--- config.mk ---
export PLATFORM = sky130hd
export DESIGN_NAME = txt_render
export DESIGN_NICKNAME = d
export VERILOG_FILES = /design/src/rtl/txt_pkg.sv /design/src/rtl/txt_scroll_add.sv /design/src/rtl/txt_fetch_seq.sv /design/src/rtl/txt_pixel_out.sv /design/src/rtl/txt_render.sv
export SDC_FILE = /design/constraint.sdc
export NUM_CORES = 1
export LEC_CHECK = 0
export BUFFER_PORTS_ARGS = -buffer_cell sky130_fd_sc_hd__buf_4
export CAP_MARGIN = 20
export CELL_PAD_IN_SITES_DETAIL_PLACEMENT = 0
export CELL_PAD_IN_SITES_GLOBAL_PLACEMENT = 1
export CORE_AREA = 4 4 101 103
export DETAILED_ROUTE_END_ITERATION = 7
export DIE_AREA = 0 0 105 107
export GPL_TIMING_DRIVEN = 0
export PLACE_DENSITY_LB_ADDON = 0.25
export SYNTH_ARGS = -nofsm -noshare
export SYNTH_HDL_FRONTEND = slang
export SYNTH_HIERARCHICAL = 1
export SYNTH_SLANG_ARGS = --single-unit
--- constraint.sdc ---
create_clock -name clk -period 3.5 [get_ports clk]
set_clock_uncertainty 0.15 [all_clocks]
set_input_delay 0.7 -clock clk [delete_from_list [all_inputs] [get_ports clk]]
set_output_delay 0.7 -clock clk [all_outputs]
set_load 0.02 [all_outputs]
--- src/rtl/txt_pkg.sv ---
package txt_pkg;
  localparam int ADDR_W    = 17;
  localparam int BYTE_W    = 8;
  localparam int CELL_BITS = 3;
  localparam int CIDX_W    = 7;

  typedef logic [ADDR_W-1:0] vaddr_t;
  typedef logic [CELL_BITS-1:0] phase_t;

  localparam phase_t PH_CODE_A  = 3'd0;
  localparam phase_t PH_CODE_L  = 3'd2;
  localparam phase_t PH_COL_A   = 3'd2;
  localparam phase_t PH_COL_L   = 3'd4;
  localparam phase_t PH_GLY_A   = 3'd4;
  localparam phase_t PH_GLY_L   = 3'd6;
  localparam phase_t PH_PROMOTE = 3'd7;

  function automatic vaddr_t cell_addr(input logic [CIDX_W-1:0] cy,
                                       input logic [CIDX_W-1:0] cx,
                                       input logic sel_col);
    return {2'b00, cy, cx, sel_col};
  endfunction

  function automatic vaddr_t glyph_addr(input logic [BYTE_W-1:0] code,
                                        input logic [CELL_BITS-1:0] row);
    return {2'b01, 4'b0000, code, row};
  endfunction
endpackage

--- src/rtl/txt_scroll_add.sv ---
module txt_scroll_add #(
  parameter int W = 10
) (
  input  logic [W-1:0] cnt,
  input  logic [W-1:0] ofs,
  output logic [W-1:0] sum
);
  // Wraps modulo 2**W
  always_comb sum = cnt + ofs;
endmodule

--- src/rtl/txt_fetch_seq.sv ---
module txt_fetch_seq
  import txt_pkg::*;
#(
  parameter int CNT_W = 10
) (
  input  logic              clk,
  input  logic              rst,
  input  logic [CNT_W-1:0]  sx,
  input  logic [CNT_W-1:0]  sy,
  input  logic [BYTE_W-1:0] rdata,
  output vaddr_t            ram_addr,
  output logic              ram_rd,
  output logic              free_slot,
  output logic              promote,
  output logic [BYTE_W-1:0] stg_col,
  output logic [BYTE_W-1:0] stg_gly
);
  localparam int CX_W = CNT_W - CELL_BITS;

  phase_t            phase;
  logic [CX_W-1:0]   next_cx;
  logic [CX_W-1:0]   cur_cy;
  logic [BYTE_W-1:0] code_q;

  always_comb begin
    phase   = sx[CELL_BITS-1:0];
    next_cx = sx[CNT_W-1:CELL_BITS] + 1'b1;
    cur_cy  = sy[CNT_W-1:CELL_BITS];
    promote = (phase == PH_PROMOTE);
  end

  always_ff @(posedge clk) begin
    if (rst) begin
      ram_addr  <= '0;
      ram_rd    <= 1'b0;
      free_slot <= 1'b0;
      code_q    <= '0;
      stg_col   <= '0;
      stg_gly   <= '0;
    end else begin
      ram_rd    <= (phase == PH_CODE_A) || (phase == PH_COL_A) || (phase == PH_GLY_A);
      free_slot <= (phase == 3'd6) || (phase == 3'd7);
      case (phase)
        PH_CODE_A: ram_addr <= cell_addr(cur_cy, next_cx, 1'b0);
        PH_COL_A:  ram_addr <= cell_addr(cur_cy, next_cx, 1'b1);
        PH_GLY_A:  ram_addr <= glyph_addr(code_q, sy[CELL_BITS-1:0]);
        default:   ram_addr <= ram_addr;
      endcase
      if (phase == PH_CODE_L) code_q  <= rdata;
      if (phase == PH_COL_L)  stg_col <= rdata;
      if (phase == PH_GLY_L)  stg_gly <= rdata;
    end
  end

  assert_rd_not_free_R6: assert property (@(posedge clk) disable iff (rst)
    ram_rd |-> !free_slot);

  assert_glyph_pad_zero_R4: assert property (@(posedge clk) disable iff (rst)
    (ram_rd && ram_addr[15]) |-> (ram_addr[16] == 1'b0 && ram_addr[14:11] == 4'b0000));
endmodule

--- src/rtl/txt_pixel_out.sv ---
module txt_pixel_out
  import txt_pkg::*;
#(
  parameter int COL_W = 4
) (
  input  logic              clk,
  input  logic              rst,
  input  phase_t            phase,
  input  logic              blank,
  input  logic              promote,
  input  logic [BYTE_W-1:0] stg_col,
  input  logic [BYTE_W-1:0] stg_gly,
  output logic [COL_W-1:0]  rgbi
);
  logic [BYTE_W-1:0] disp_col;
  logic [BYTE_W-1:0] disp_gly;
  logic              fg_sel;
  phase_t            bit_idx;

  always_comb begin
    bit_idx = 3'd7 - phase;
    fg_sel  = disp_gly[bit_idx];
  end

  always_ff @(posedge clk) begin
    if (rst) begin
      disp_col <= '0;
      disp_gly <= '0;
      rgbi     <= '0;
    end else begin
      if (promote) begin
        disp_col <= stg_col;
        disp_gly <= stg_gly;
      end
      if (blank)       rgbi <= '0;
      else if (fg_sel) rgbi <= disp_col[2*COL_W-1:COL_W];
      else             rgbi <= disp_col[COL_W-1:0];
    end
  end

  assert_disp_hold_R8: assert property (@(posedge clk) disable iff (rst)
    !promote |=> ($stable(disp_col) && $stable(disp_gly)));

  assert_blank_black_R10: assert property (@(posedge clk) disable iff (rst)
    blank |=> (rgbi == '0));
endmodule

--- src/rtl/txt_render.sv ---
module txt_render
  import txt_pkg::*;
#(
  parameter int CNT_W = 10,
  parameter int COL_W = 4
) (
  input  logic              clk,
  input  logic              rst,
  input  logic [CNT_W-1:0]  pix_x,
  input  logic [CNT_W-1:0]  pix_y,
  input  logic              blank,
  input  logic [CNT_W-1:0]  scroll_x,
  input  logic [CNT_W-1:0]  scroll_y,
  input  logic [7:0]        ram_rdata,
  output logic [16:0]       ram_addr,
  output logic              ram_rd,
  output logic              free_slot,
  output logic [COL_W-1:0]  rgbi
);
  logic [CNT_W-1:0]  sx, sy;
  logic              promote;
  logic [BYTE_W-1:0] stg_col, stg_gly;

  txt_scroll_add #(.W(CNT_W)) u_add_x (.cnt(pix_x), .ofs(scroll_x), .sum(sx));
  txt_scroll_add #(.W(CNT_W)) u_add_y (.cnt(pix_y), .ofs(scroll_y), .sum(sy));

  txt_fetch_seq #(.CNT_W(CNT_W)) u_fetch (
    .clk(clk), .rst(rst), .sx(sx), .sy(sy), .rdata(ram_rdata),
    .ram_addr(ram_addr), .ram_rd(ram_rd), .free_slot(free_slot),
    .promote(promote), .stg_col(stg_col), .stg_gly(stg_gly)
  );

  txt_pixel_out #(.COL_W(COL_W)) u_pix (
    .clk(clk), .rst(rst), .phase(sx[CELL_BITS-1:0]), .blank(blank),
    .promote(promote), .stg_col(stg_col), .stg_gly(stg_gly), .rgbi(rgbi)
  );
endmodule

======== Word level (Yosys, flattened, before mapping) ========
Index checks and enable logic that the tools add are counted.
cells by class
  $add $sub $neg .......................... 4
  $lt $le $gt $ge ......................... 1
  eq/ne operators ......................... 4
  muxes and demuxes ....................... 4
  reductions and logical operators ........ 6
operator list
  cell                                                         count
  case mux 17 bit (3 select lines)                             1
  adder 10 bit                                                 2
  equality test 3 bit (second input constant)                  3
  adder 7 x 1 -> 7 bit (second input constant)                 1
  less-than comparator 3 x 4 -> 1 bit (second input constant)  1
  2-to-1 mux 4 bit                                             1
  binary-select mux 1 bit (select 3 bit)                       1
  equality test 3 x 2 -> 1 bit (second input constant)         1
  zero test 3 bit                                              1
  logical OR 1 bit                                             3
  nonzero test 3 bit                                           1
  subtractor 3 bit (first input constant)                      1
  OR reduction 2 bit                                           1
  2-to-1 mux 1 bit                                             1
word-level totals
  bits in registers ....................... 63
  input port bits ......................... 51
  output and inout bits ................... 23
  logic and storage cells ................. 28

======== Longest topological paths before layout ========
  depth in word-level cells ............... 5
  gate-level depth with buffers ........... 12
  mapped depth without buffers ............ 12

======== Cells and area by module ========
Netlist, hierarchy kept.
by module, submodules not included
  module          instances  cells each  area each (um2)  sequential area each (um2)
  txt_fetch_seq   1          215         1734.2           840.8
  txt_pixel_out   1          75          779.5            400.4
  txt_scroll_add  2          51          385.4            0.0

======== Worst setup path before layout ========
OpenSTA, ideal clock, no wires.
  kind .................................... input to register
  from .................................... input pix_x[0]
  to ...................................... register u_pix.disp_col[0]
  setup time .............................. 0.128 ns
  data arrival time ....................... 2.926 ns
  data required time ...................... 3.222 ns
  slack ................................... 0.296 ns
  cell stages on the path ................. 11
  buffers on the path ..................... 4
  cells stage by stage .................... ha_1 inv_1 fa_1 xnor2_1 buf_2 buf_1 and3_1 buf_2 buf_2 mux2i_1 nor2_1
on the way
  word-level cells in the longest chain between the ends .. 2
RTL lines
  item                  RTL line             RTL
  from (decl)           txt_render.sv:9      input logic [CNT_W-1:0] pix_x,
  adder 10 bit          txt_scroll_add.sv:9  always_comb sum = cnt + ofs;
  via sx[2]             txt_render.sv:20     logic [CNT_W-1:0] sx, sy;
  equality test 3 bit   txt_fetch_seq.sv:29  promote = (phase == PH_PROMOTE);
  via promote           txt_render.sv:21     logic promote;
  to (signal assigned)  txt_pixel_out.sv:32  disp_col <= stg_col;
  to (decl)             txt_pixel_out.sv:15  logic [BYTE_W-1:0] disp_col;
The timed path passes the listed nets, and every way through them passes these cells.
A chain may end at the register's enable or synchronous reset.

======== Worst setup path after layout ========
  from .................................... input pix_x[0]
  to ...................................... register u_pix.disp_gly[4]
on the way
  word-level cells in the longest chain between the ends .. 2
RTL lines
  item                  RTL line             RTL
  adder 10 bit          txt_scroll_add.sv:9
  via sx[2]             txt_render.sv:20
  equality test 3 bit   txt_fetch_seq.sv:29
  via promote           txt_render.sv:21
  to (signal assigned)  txt_pixel_out.sv:33  disp_gly <= stg_gly;
  to (decl)             txt_pixel_out.sv:16  logic [BYTE_W-1:0] disp_gly;
The timed path passes the listed nets, and every way through them passes these cells.

==> results.sh <==
export IMPL_synth_top_area_share=0.378
export IMPL_grt_pass1_wl_um=13100
export IMPL_antenna_cells=0
export IMPL_rsz0062_at_grt="false"
export IMPL_yosysTopAreaCell="dfxtp_1"
export IMPL_regArea_um2=1240
export IMPL_leakagePower_uw=0.00182
export IMPL_synth_area_um2=3280
export IMPL_cp_start_kind="input pin"
export IMPL_vias=2887
export IMPL_period_share=0.908
export IMPL_worst_ep_arrival_time_ns=3.24
export IMPL_overflow=0
export IMPL_clk_insertion_delay_late_ns=0.34
export IMPL_required_ns=3.56
export IMPL_fmax_mhz=315
export IMPL_status="completed"
export IMPL_drtPass1Iterations=5
export IMPL_cts_sinks=62
export IMPL_ys_top_cells_by_count="dfxtp_1, nor2_1, nand2_1"
export IMPL_synth_cell_types=38
export IMPL_area_growth_pct=27.8
export IMPL_path_clk_slew_ns=0.07
export IMPL_pin_count=74
export IMPL_synth_seq_cells=62
export IMPL_postCtsHoldBufs=0
export IMPL_layoutNonFillerInstCount=590
export IMPL_rows=35
export IMPL_period_minus_slack_ns=3.18
export IMPL_die_area_um2=11200
export IMPL_placed_cells=575
export IMPL_whs_ns=0.306
export IMPL_dp_final_hpwl_um=6340
export IMPL_final_core_util=0.456
export IMPL_synthArstFlopShare=0
export IMPL_portBuffers=72
export IMPL_cts_root_buf="clkbuf_8"
export IMPL_grtUsageTotal=0.145
export IMPL_yosys_warnings=6
export IMPL_synth_area_leaders="dfxtp_1, mux2i_1, ha_1"
export IMPL_cp_max_fo=19
export IMPL_place_congestion=0.829
export IMPL_ant_nets=0
export IMPL_ctsResizeCount=0
export IMPL_grt_max_degree=20
export IMPL_synthCells=392
export IMPL_postCtsSetupBuffers=0
export IMPL_endpoint_kind="flip-flop"
export IMPL_report_final_slew_viol_count=0
export IMPL_tightest_slew_ns=0.718
export IMPL_min_delay_path_depth=2
export IMPL_synthesis_nets=464
export IMPL_power_density_nw_per_um2=495
export IMPL_cts_htree_levels=3
export IMPL_cap_violations=0
export IMPL_slew_headroom=0.522
export IMPL_dieWidth_um=105
export IMPL_drt_iter0_drc=114
export IMPL_fillerInstances=967
export IMPL_cts_buffers=9
export IMPL_peakVddDrop_mv=0.169
export IMPL_clock_path_buffers=2
export IMPL_drive_gt1_frac=0.223
export IMPL_core_um2=9200
export IMPL_ys_seq_area_frac=0.378
export IMPL_nNetsFinal=546
export IMPL_grt_pass1_vias=2770
export IMPL_drt_total_wl_um=8100
export IMPL_cts_tree="done"
export IMPL_synth_ff_type="dfxtp_1"
export IMPL_hold_path_class="reg2reg"
export IMPL_dieHeight_um=107
export IMPL_r2r_cells=3
export IMPL_drc_errors=0
export IMPL_antenna_found_initial=0
export IMPL_avgSynthCellArea_um2=8.38
export IMPL_synth_edf_count=0
export IMPL_wl_per_cell_um=13.7
export IMPL_finalHoldViolCount=0
export IMPL_path_class="in2reg"
export IMPL_finalSetupViolations=0
export IMPL_via_per_inst=4.89
export IMPL_multi_input_area_um2=1890
export IMPL_start_util=0.357
[power by group]
part | switching [uW] | leakage [uW] | internal, uW
sequential | 27.3 | 0.000504 | 756
clock | 276 | 0.000119 | 469
combinational | 307 | 0.00120 | 244
[cells by family after synthesis]
logic type | Yosys count | synth area share
compound gates | 69 | 0.132
fa+ha+maj | 21 | 0.0846
mux | 33 | 0.104
buf+inv | 34 | 0.0469
flops | 62 | 0.378
xor+xnor | 21 | 0.0560
simple gates | 151 | 0.197
other cells | 1 | 0.00114
[per-layer routing]
metal  wire (um)  global-route usage
met1        3720               0.183
met2        3990               0.248
met3         339              0.0421
met4          56              0.0309
met5           0                   0
[worst paths after layout]
| path | from | slack, ns | end |
|---|---|---|---|
| max | pix_x[0] | 0.32 | u_pix/disp_gly[4]$_SDFFE_PP0P_ |
| min | u_fetch/stg_col[6]$_SDFFE_PP0N_ | 0.31 | u_fetch/stg_col[6]$_SDFFE_PP0N_ |
| max reg2reg | u_pix/disp_gly[0]$_SDFFE_PP0P_ | 2.10 | u_pix/rgbi[0]$_SDFF_PP0_ |
| min reg2reg | u_fetch/stg_col[6]$_SDFFE_PP0N_ | 0.31 | u_fetch/stg_col[6]$_SDFFE_PP0N_ |
[layout make-up]
cell class                      count  share of cell area
Inverter                           14              0.0125
Timing Repair Buffer               72               0.129
Multi-Input combinational cell    296               0.450
Clock buffer                        9              0.0295
Tap cell                          111              0.0331
Sequential cell                    62               0.296
Clock inverter                      7              0.0268
Buffer                             19              0.0233
[cell usage in the layout, fill, tap and decap left out, drive strengths merged, types with 5 or more instances in the layout]
cell,count
a21o,6
a21oi,35
buf,81
clkbuf,19
dfxtp,62
ha,19
inv,14
mux2i,32
nand2,50
nand2b,6
nand3,14
nor2,64
nor3,7
o211ai,5
o21ai,7
xnor2,15
xor2,6
[metrics by stage]
stage	instance area, um^2	power [uW]	setup TNS [ns]	setup WS [ns]
2_1_floorplan	3280	1170	0	0.296
5_1_grt	4200	2200	0	0.0810
6_report	4200	2080	0	0.323
3_3_place_gp	3960	1350	-3.70	-0.374
4_1_cts	4200	2110	0	0.301
3_5_place_dp	3960	1360	-3.66	-0.378
[worst max-delay path, cell delays in order]
cell	delay, ns
buf_4	0.08
ha_1	0.16
inv_1	0.05
fa_1	0.39
xnor2_1	0.39
buf_2	0.40
and3_1	0.20
buf_2	0.23
buf_2	0.34
mux2i_1	0.23
nor2_1	0.06
[flip-flops by register name (all words and copies together), names as in the netlist]
name               flops
u_fetch/code_q         8
u_pix/disp_col         8
u_fetch/free_slot      1
u_fetch/stg_col        8
u_pix/rgbi             4
u_fetch/stg_gly        8
u_fetch/ram_addr      16
u_pix/disp_gly         8
u_fetch/ram_rd         1
No activity file was read; power rests on OpenSTA's default activity.
